**src/rtl/hd_mailbox.sv**
```systemverilog
module hd_mailbox #(
  parameter int ADDR_W = 12,
  parameter int DATA_W = 32,
  parameter int FLAG_W = 7
) (
  input  logic              clk,
  input  logic              rst_n,
  input  logic [ADDR_W-1:0] h_addr,
  input  logic              h_wr,
  input  logic              h_rd,
  input  logic [DATA_W-1:0] h_wdata,
  output logic [DATA_W-1:0] h_rdata,
  input  logic [ADDR_W-1:0] d_addr,
  input  logic              d_wr,
  input  logic              d_rd,
  input  logic [DATA_W-1:0] d_wdata,
  output logic [DATA_W-1:0] d_rdata,
  output logic              tx_full_o,
  output logic              rx_full_o
);
  localparam logic [ADDR_W-1:0] OFS_TXD  = ADDR_W'(12'h100);
  localparam logic [ADDR_W-1:0] OFS_TXC  = ADDR_W'(12'h104);
  localparam logic [ADDR_W-1:0] OFS_RXD  = ADDR_W'(12'h108);
  localparam logic [ADDR_W-1:0] OFS_RXC  = ADDR_W'(12'h10C);
  localparam logic [ADDR_W-1:0] OFS_TXPK = ADDR_W'(12'h110);
  localparam logic [ADDR_W-1:0] OFS_RXPK = ADDR_W'(12'h114);

  logic [DATA_W-1:0] tx_q, rx_q;
  logic [FLAG_W-1:0] txfl_q, rxfl_q;
  logic              txf_q, rxf_q;

  wire h_txd_wr = h_wr && (h_addr == OFS_TXD);
  wire h_txc_wr = h_wr && (h_addr == OFS_TXC);
  wire h_rxd_rd = h_rd && (h_addr == OFS_RXD);
  wire d_txd_rd = d_rd && (d_addr == OFS_TXD);
  wire d_rxd_wr = d_wr && (d_addr == OFS_RXD);
  wire d_rxc_wr = d_wr && (d_addr == OFS_RXC);
  wire d_rxd_rd = d_rd && (d_addr == OFS_RXD);

  wire [DATA_W-1:0] tx_ctl = DATA_W'({txfl_q, txf_q});
  wire [DATA_W-1:0] rx_ctl = DATA_W'({rxfl_q, rxf_q});

  function automatic logic [DATA_W-1:0] rd_mux(input logic [ADDR_W-1:0] a,
      input logic [DATA_W-1:0] t, input logic [DATA_W-1:0] tc,
      input logic [DATA_W-1:0] r, input logic [DATA_W-1:0] rc);
    case (a)
      OFS_TXD, OFS_TXPK: rd_mux = t;
      OFS_TXC:           rd_mux = tc;
      OFS_RXD, OFS_RXPK: rd_mux = r;
      OFS_RXC:           rd_mux = rc;
      default:           rd_mux = '0;
    endcase
  endfunction

  assign h_rdata   = rd_mux(h_addr, tx_q, tx_ctl, rx_q, rx_ctl);
  assign d_rdata   = rd_mux(d_addr, tx_q, tx_ctl, rx_q, rx_ctl);
  assign tx_full_o = txf_q;
  assign rx_full_o = rxf_q;

  always_ff @(posedge clk) begin
    if (!rst_n) begin
      tx_q   <= '0;
      txfl_q <= '0;
      txf_q  <= 1'b0;
    end else begin
      if (h_txd_wr) tx_q <= h_wdata;
      if (h_txc_wr) txfl_q <= h_wdata[FLAG_W:1];
      if (h_txd_wr)      txf_q <= 1'b1;
      else if (d_txd_rd) txf_q <= 1'b0;
    end
  end

  always_ff @(posedge clk) begin
    if (!rst_n) begin
      rx_q   <= '0;
      rxfl_q <= '0;
      rxf_q  <= 1'b0;
    end else begin
      if (d_rxd_wr) rx_q <= d_wdata;
      if (d_rxc_wr) rxfl_q <= d_wdata[FLAG_W:1];
      if (d_rxd_wr)                  rxf_q <= 1'b1;
      else if (h_rxd_rd || d_rxd_rd) rxf_q <= 1'b0;
    end
  end

  a_r2_host_write_fills: assert property (@(posedge clk) disable iff (!rst_n)
    (h_wr && h_addr == OFS_TXD) |=> (tx_full_o && tx_q == $past(h_wdata)));

  a_r3_host_read_keeps_status: assert property (@(posedge clk) disable iff (!rst_n)
    (h_rd && !h_wr && h_addr == OFS_TXD && !(d_rd && d_addr == OFS_TXD)) |=> $stable(tx_full_o));

  a_r4_tx_collision_full: assert property (@(posedge clk) disable iff (!rst_n)
    (h_wr && h_addr == OFS_TXD && d_rd && d_addr == OFS_TXD) |=> tx_full_o);

  a_r5_dev_write_fills: assert property (@(posedge clk) disable iff (!rst_n)
    (d_wr && d_addr == OFS_RXD) |=> (rx_full_o && rx_q == $past(d_wdata)));

  a_r6_rx_collision_full: assert property (@(posedge clk) disable iff (!rst_n)
    (d_wr && d_addr == OFS_RXD && h_rd && h_addr == OFS_RXD) |=> rx_full_o);

  a_r8_peek_no_side_effect: assert property (@(posedge clk) disable iff (!rst_n)
    (h_rd && !h_wr && !d_wr && !d_rd && (h_addr == OFS_TXPK || h_addr == OFS_RXPK))
      |=> ($stable(tx_full_o) && $stable(rx_full_o)));

  a_r9_dev_txd_write_ignored: assert property (@(posedge clk) disable iff (!rst_n)
    (d_wr && d_addr == OFS_TXD && !h_wr) |=> $stable(tx_q));

  a_r9_host_rxd_write_ignored: assert property (@(posedge clk) disable iff (!rst_n)
    (h_wr && h_addr == OFS_RXD && !d_wr) |=> $stable(rx_q));
endmodule

```
**config.mk**
```make
export PLATFORM = sky130hd
export DESIGN_NAME = hd_mailbox
export DESIGN_NICKNAME = d
export VERILOG_FILES = /design/src/rtl/hd_mailbox.sv
export SDC_FILE = /design/constraint.sdc
export NUM_CORES = 1
export LEC_CHECK = 0
export BUFFER_PORTS_ARGS = -buffer_cell sky130_fd_sc_hd__buf_4
export CORE_MARGIN = 10
export CORE_UTILIZATION = 50
export DETAILED_ROUTE_END_ITERATION = 8
export PLACE_DENSITY = 0.81
export SETUP_SLACK_MARGIN = 0.4
export SLEW_MARGIN = 20
export SYNTH_ARGS = -nofsm -noshare
export SYNTH_HDL_FRONTEND = slang
export SYNTH_SLANG_ARGS = --single-unit
export TNS_END_PERCENT = 5
```
**constraint.sdc**
```tcl
create_clock -name clk -period 4.8 [get_ports clk]
set_input_delay 0.48 -clock clk [delete_from_list [all_inputs] [get_ports clk]]
set_output_delay 0.48 -clock clk [all_outputs]
set_load 0.03 [all_outputs]
```
# --- Yosys cells after proc, flatten, opt, wreduce, memory -nomap -nowiden ---
# Cells that the tools add are included.
totals:
  in_bits: 94
  output_inout_bits: 66
  ff_bits: 80
classes:
  muxes: 6
  n_eq_ne: 12
  reduce_logical: 14
op_table:
  columns: ["cell", "n"]
  rows:
  - ["32-bit one-hot mux with 4 select lines", 2]
  - ["12-bit by 9-bit equality test with 1-bit output, second input constant", 12]
  - ["2-bit OR reduction", 4]
  - ["1-bit logical AND", 7]
  - ["1-bit two-way mux", 4]
  - ["2-bit nonzero test", 2]
  - ["1-bit logical OR", 1]

# --- Depth between registers and ports, before layout ---
depth:
  word_depth: 5
  depth_mapped: 7

# --- Worst setup path before layout ---
# Ideal clock, no wire load.
synth_timing:
  kind: "input to output"
  from: "input port h_addr[9]"
  to: "output port h_rdata[5]"
  arrival_ps: 2840
  setup_slack_ps: 1480
  required_ps: 4320
  path_stages: 5
  path_cell_list: "or4b_4 -> buf_6 -> or3_1 -> buf_6 -> o311ai_0"
synth_via:
  elab_chain_cells: 3
  elab_cells_between_ends: 9
  classes_between: "eq/ne (6); mux (1); reduce/logical (2)"
synth_lines:
  columns: ["item", "line", "source"]
  rows:
  - ["start: declaration", "8", "input logic [ADDR_W-1:0] h_addr,"]
  - ["12-bit by 9-bit equality test with 1-bit output", "46", "case (a)"]
  - ["2-bit OR reduction", "46", null]
  - ["32-bit one-hot mux with 4 select lines *", "46", null]
  - ["end: declaration", "12", "output logic [DATA_W-1:0] h_rdata,"]
# Every way passes the cells marked *; elsewhere a longest branch is shown, timed or not.

# --- Worst setup path after layout ---
layout_timing:
  from: "input port h_addr[0]"
  to: "output port h_rdata[30]"
# The elaborated chain is that of the path after synthesis.

==> qor.csv <==
metric,value,unit
Sw Pwr,0.000280,W
# rows,32,
Routed WL per cell,18.4,um
clk root buf,clkbuf_8,
GR Overflow Total,0,
Final TNS setup,0,ns
DRT Pass-1 Iters,5,
vias in the first global route,3937,
Starting Density,0.513,
max frequency,271,MHz
Synth-to-Final Area Change,36.3,%
Clk pwr share,0.416,
slew at the pin closest to its max-slew limit,1.07,ns
"slowest stage cell, crit path",nor3_4,
Avg Inst Size Synth,8.58,um2
gpl congestion,0.876,
Worst Hold Class,in -> reg,
CP dominant cell by count,buf_4,
DIE WIDTH,109,um
worst-case reg-to-reg path depth,2,
CP startpoint kind,input port,
Sw Ratio,0.215,
Resized cells post-CTS,0,
Die Y,109,um
fin nets,697,
Overall Global Routing Usage,0.211,
CP max FO,24,
P_int,0.00102,W
fraction of layout cells with a size suffix above 1,0.315,
# DRC,0,
"Reg clk slew, reported paths",0.08,ns
Max stage delay on crit path,0.87,ns
critical path type,in -> out,
DR iter-0 viols,261,
antenna violations before repair,0,
yosys warns,0,
crit path time final,3.69,ns
cts-stage hold buffer count,0,
RR Startpoint,tx_full_o,
clk_skew,0,ns
cell leakage power,2.40,nW
Post-DRT Antenna Nets,0,
worst reg-to-reg setup slack,4.09,ns
Critical Path RT,4.32,ns
H-tree levels,3,
I/O pin total,160,
number of setup violations in the final report,0,
vias per cell,5.69,
Setup crit start,h_addr[0],
Seq pwr share,0.509,
port bufs,159,
library cells used by synthesis,41,
CTS tree,done,
via count,4036,
Clock Latency Late Sink,0.34,ns
final WL,13000,um
final instance area,5400,um2
Cell Pwr Density,241,nW/um2
post-synthesis register bit count,80,
first-pass GRT wire length,20400,um
Inserted Clock Buffers,9,
post-synth net total,556,
crit share post-route,0.768,
largest net degree at the start of global routing,74,
largest delay contributor family on the critical path,simple AND/OR/NAND/NOR gates,
postcts setup bufs,0,
status,finished clean,
max-cap check violation count,0,
Max VDD drop,0.000149,V
post-layout util,0.699,
post-synthesis sequential area ratio,0.404,
dpl cells,694,
fin cells,709,
die area,11900,um2
CTS Sinks,80,
RSZ-0062 raised after global routing,no,
combinational share of power,0.075,
max-slew violation count,0,
Inserted Diodes,0,
Setup crit end kind,primary output,
Final Hold Vio Count,0,
Worst Path Arrival,3.21,ns
number of cells on the critical path,6,
CORE AREA,7730,um2
Hold Crit Start,d_wdata[29],
Cells after Synth,462,
Hold Path Depth,3,
Slew headroom,0.286,
Synth Cell Area,3960,um2
Final HPWL DP,9430,um
cells along the critical path,buf_4 -> or4_1 -> or3_1 -> nor3_4 -> a22o_1 -> buf_4,
Longest Clk Path Bufs,2,
placed cell areas,5180,um2
Bufs and invs on worst path,2,
per-stage QoR:
stage | setup WS, ns | power [W] | hold WS [ns]
3_3_place_gp | 1.30 | 0.000774 | 0.460
3_5_place_dp | 1.14 | 0.000776 | 0.465
6_report | 1.11 | 0.00130 | 0.364
5_1_grt | 1.02 | 0.00136 | 0.347
4_1_cts | 1.14 | 0.00132 | 0.350
2_1_floorplan | 1.48 | 0.000708 | 0.445
path summary, 6_finish.rpt:
| kind | to |
|---|---|
| max | h_rdata[30] |
| min | rx_q[29] |
| max reg2reg | tx_full_o |
| min reg2reg | tx_q[31] |
worst register-to-register path, delay by kind of cell, from the launching register on:
family	cells	cell delay, ns
DFF	1	0.39
AOI/OAI and AO/OA	2	0.25
cell families after synthesis:
logic type | after synthesis | share of synthesized area
DFF | 80 | 0.404
AOI/OAI and AO/OA | 124 | 0.225
and+or+nand+nor | 172 | 0.204
buffers and inverters | 39 | 0.0486
muxes | 47 | 0.119
final cells by class:
class                   instances  area [um2]
fillers                       639        2330
clock buffers                  10         138
multi-input cells             343        2200
repair buffers                165        1240
inverters                       4        17.5
flip-flops and latches         80        1600
clock inverters                 5        81.3
well taps                     102         128
routing by layer:
layer | track usage | wire length [um] | up-vias
met3 | 0.0891 | 1510 | 12
li1 | - | - | 1953
met2 | 0.342 | 6070 | 178
met4 | 0.0537 | 136 | 0
met5 | 0 | 0 | -
met1 | 0.254 | 5300 | 1893
layout by cell type, fill, tap and decap left out, types with 2 or more instances in the layout:
master	count
o21ai_0	14
a21oi_1	34
nor2_1	43
o221ai_1	8
nor4_4	2
a22o_1	48
inv_1	3
nor4_1	3
nand3b_1	2
nand3_1	9
bufinv_16	2
nand2_1	92
or4_1	2
nand4_1	4
or3b_2	2
mux2i_1	47
dfxtp_1	80
buf_4	165
clkbuf_8	10
nor3_4	2
a22oi_1	14
cells in the mapped netlist:
cell,instances,area share
or4b_4,1,0.0035
and3b_1,1,0.0022
o21ai_0,14,0.018
nor4b_1,1,0.0022
nand4bb_1,1,0.0028
a22oi_1,14,0.027
nor2_1,43,0.041
or3_1,1,0.0016
o311ai_0,1,0.0022
buf_1,4,0.0038
o22ai_1,1,0.0016
o21ai_1,1,0.0013
or4_1,2,0.0038
nor3b_1,1,0.0019
nor4_1,3,0.0047
mux2i_1,47,0.12
inv_1,3,0.0028
buf_6,4,0.011
buf_2,13,0.016
clkbuf_1,14,0.013
o211ai_1,1,0.0019
nor4_4,1,0.0054
and2_1,1,0.0016
nand3b_1,2,0.0038
inv_2,1,0.00095
nor3_2,1,0.0025
a22o_1,48,0.11
or3b_2,2,0.0044
o221ai_1,8,0.018
nand4_1,4,0.0063
nand3_1,9,0.011
nor4b_2,1,0.0038
nor4_2,2,0.0063
or4b_1,1,0.0025
a2111oi_2,1,0.0038
a21oi_1,34,0.043
nand2_1,92,0.087
o2111a_1,1,0.0028
nor3_1,1,0.0013
dfxtp_1,80,0.40
nor3_4,1,0.0041
power by group through the flow:
stage	registers (W)	clock network [W]	logic [W]
after floorplan	0.000679	0	0.0000289
after global placement	0.000679	0	0.0000952
after detailed placement	0.000679	0	0.0000975
after CTS	0.000663	0.000555	0.0000977
after global routing	0.000663	0.000587	0.000106
final	0.000663	0.000543	0.0000978
flip-flops by register name (all words and copies together) (netlist names):
name	flops
rxfl_q	7
txfl_q	7
rx_q	32
tx_q	32
rx_full_o	1
tx_full_o	1
No activity file was read; power rests on OpenSTA's default activity.
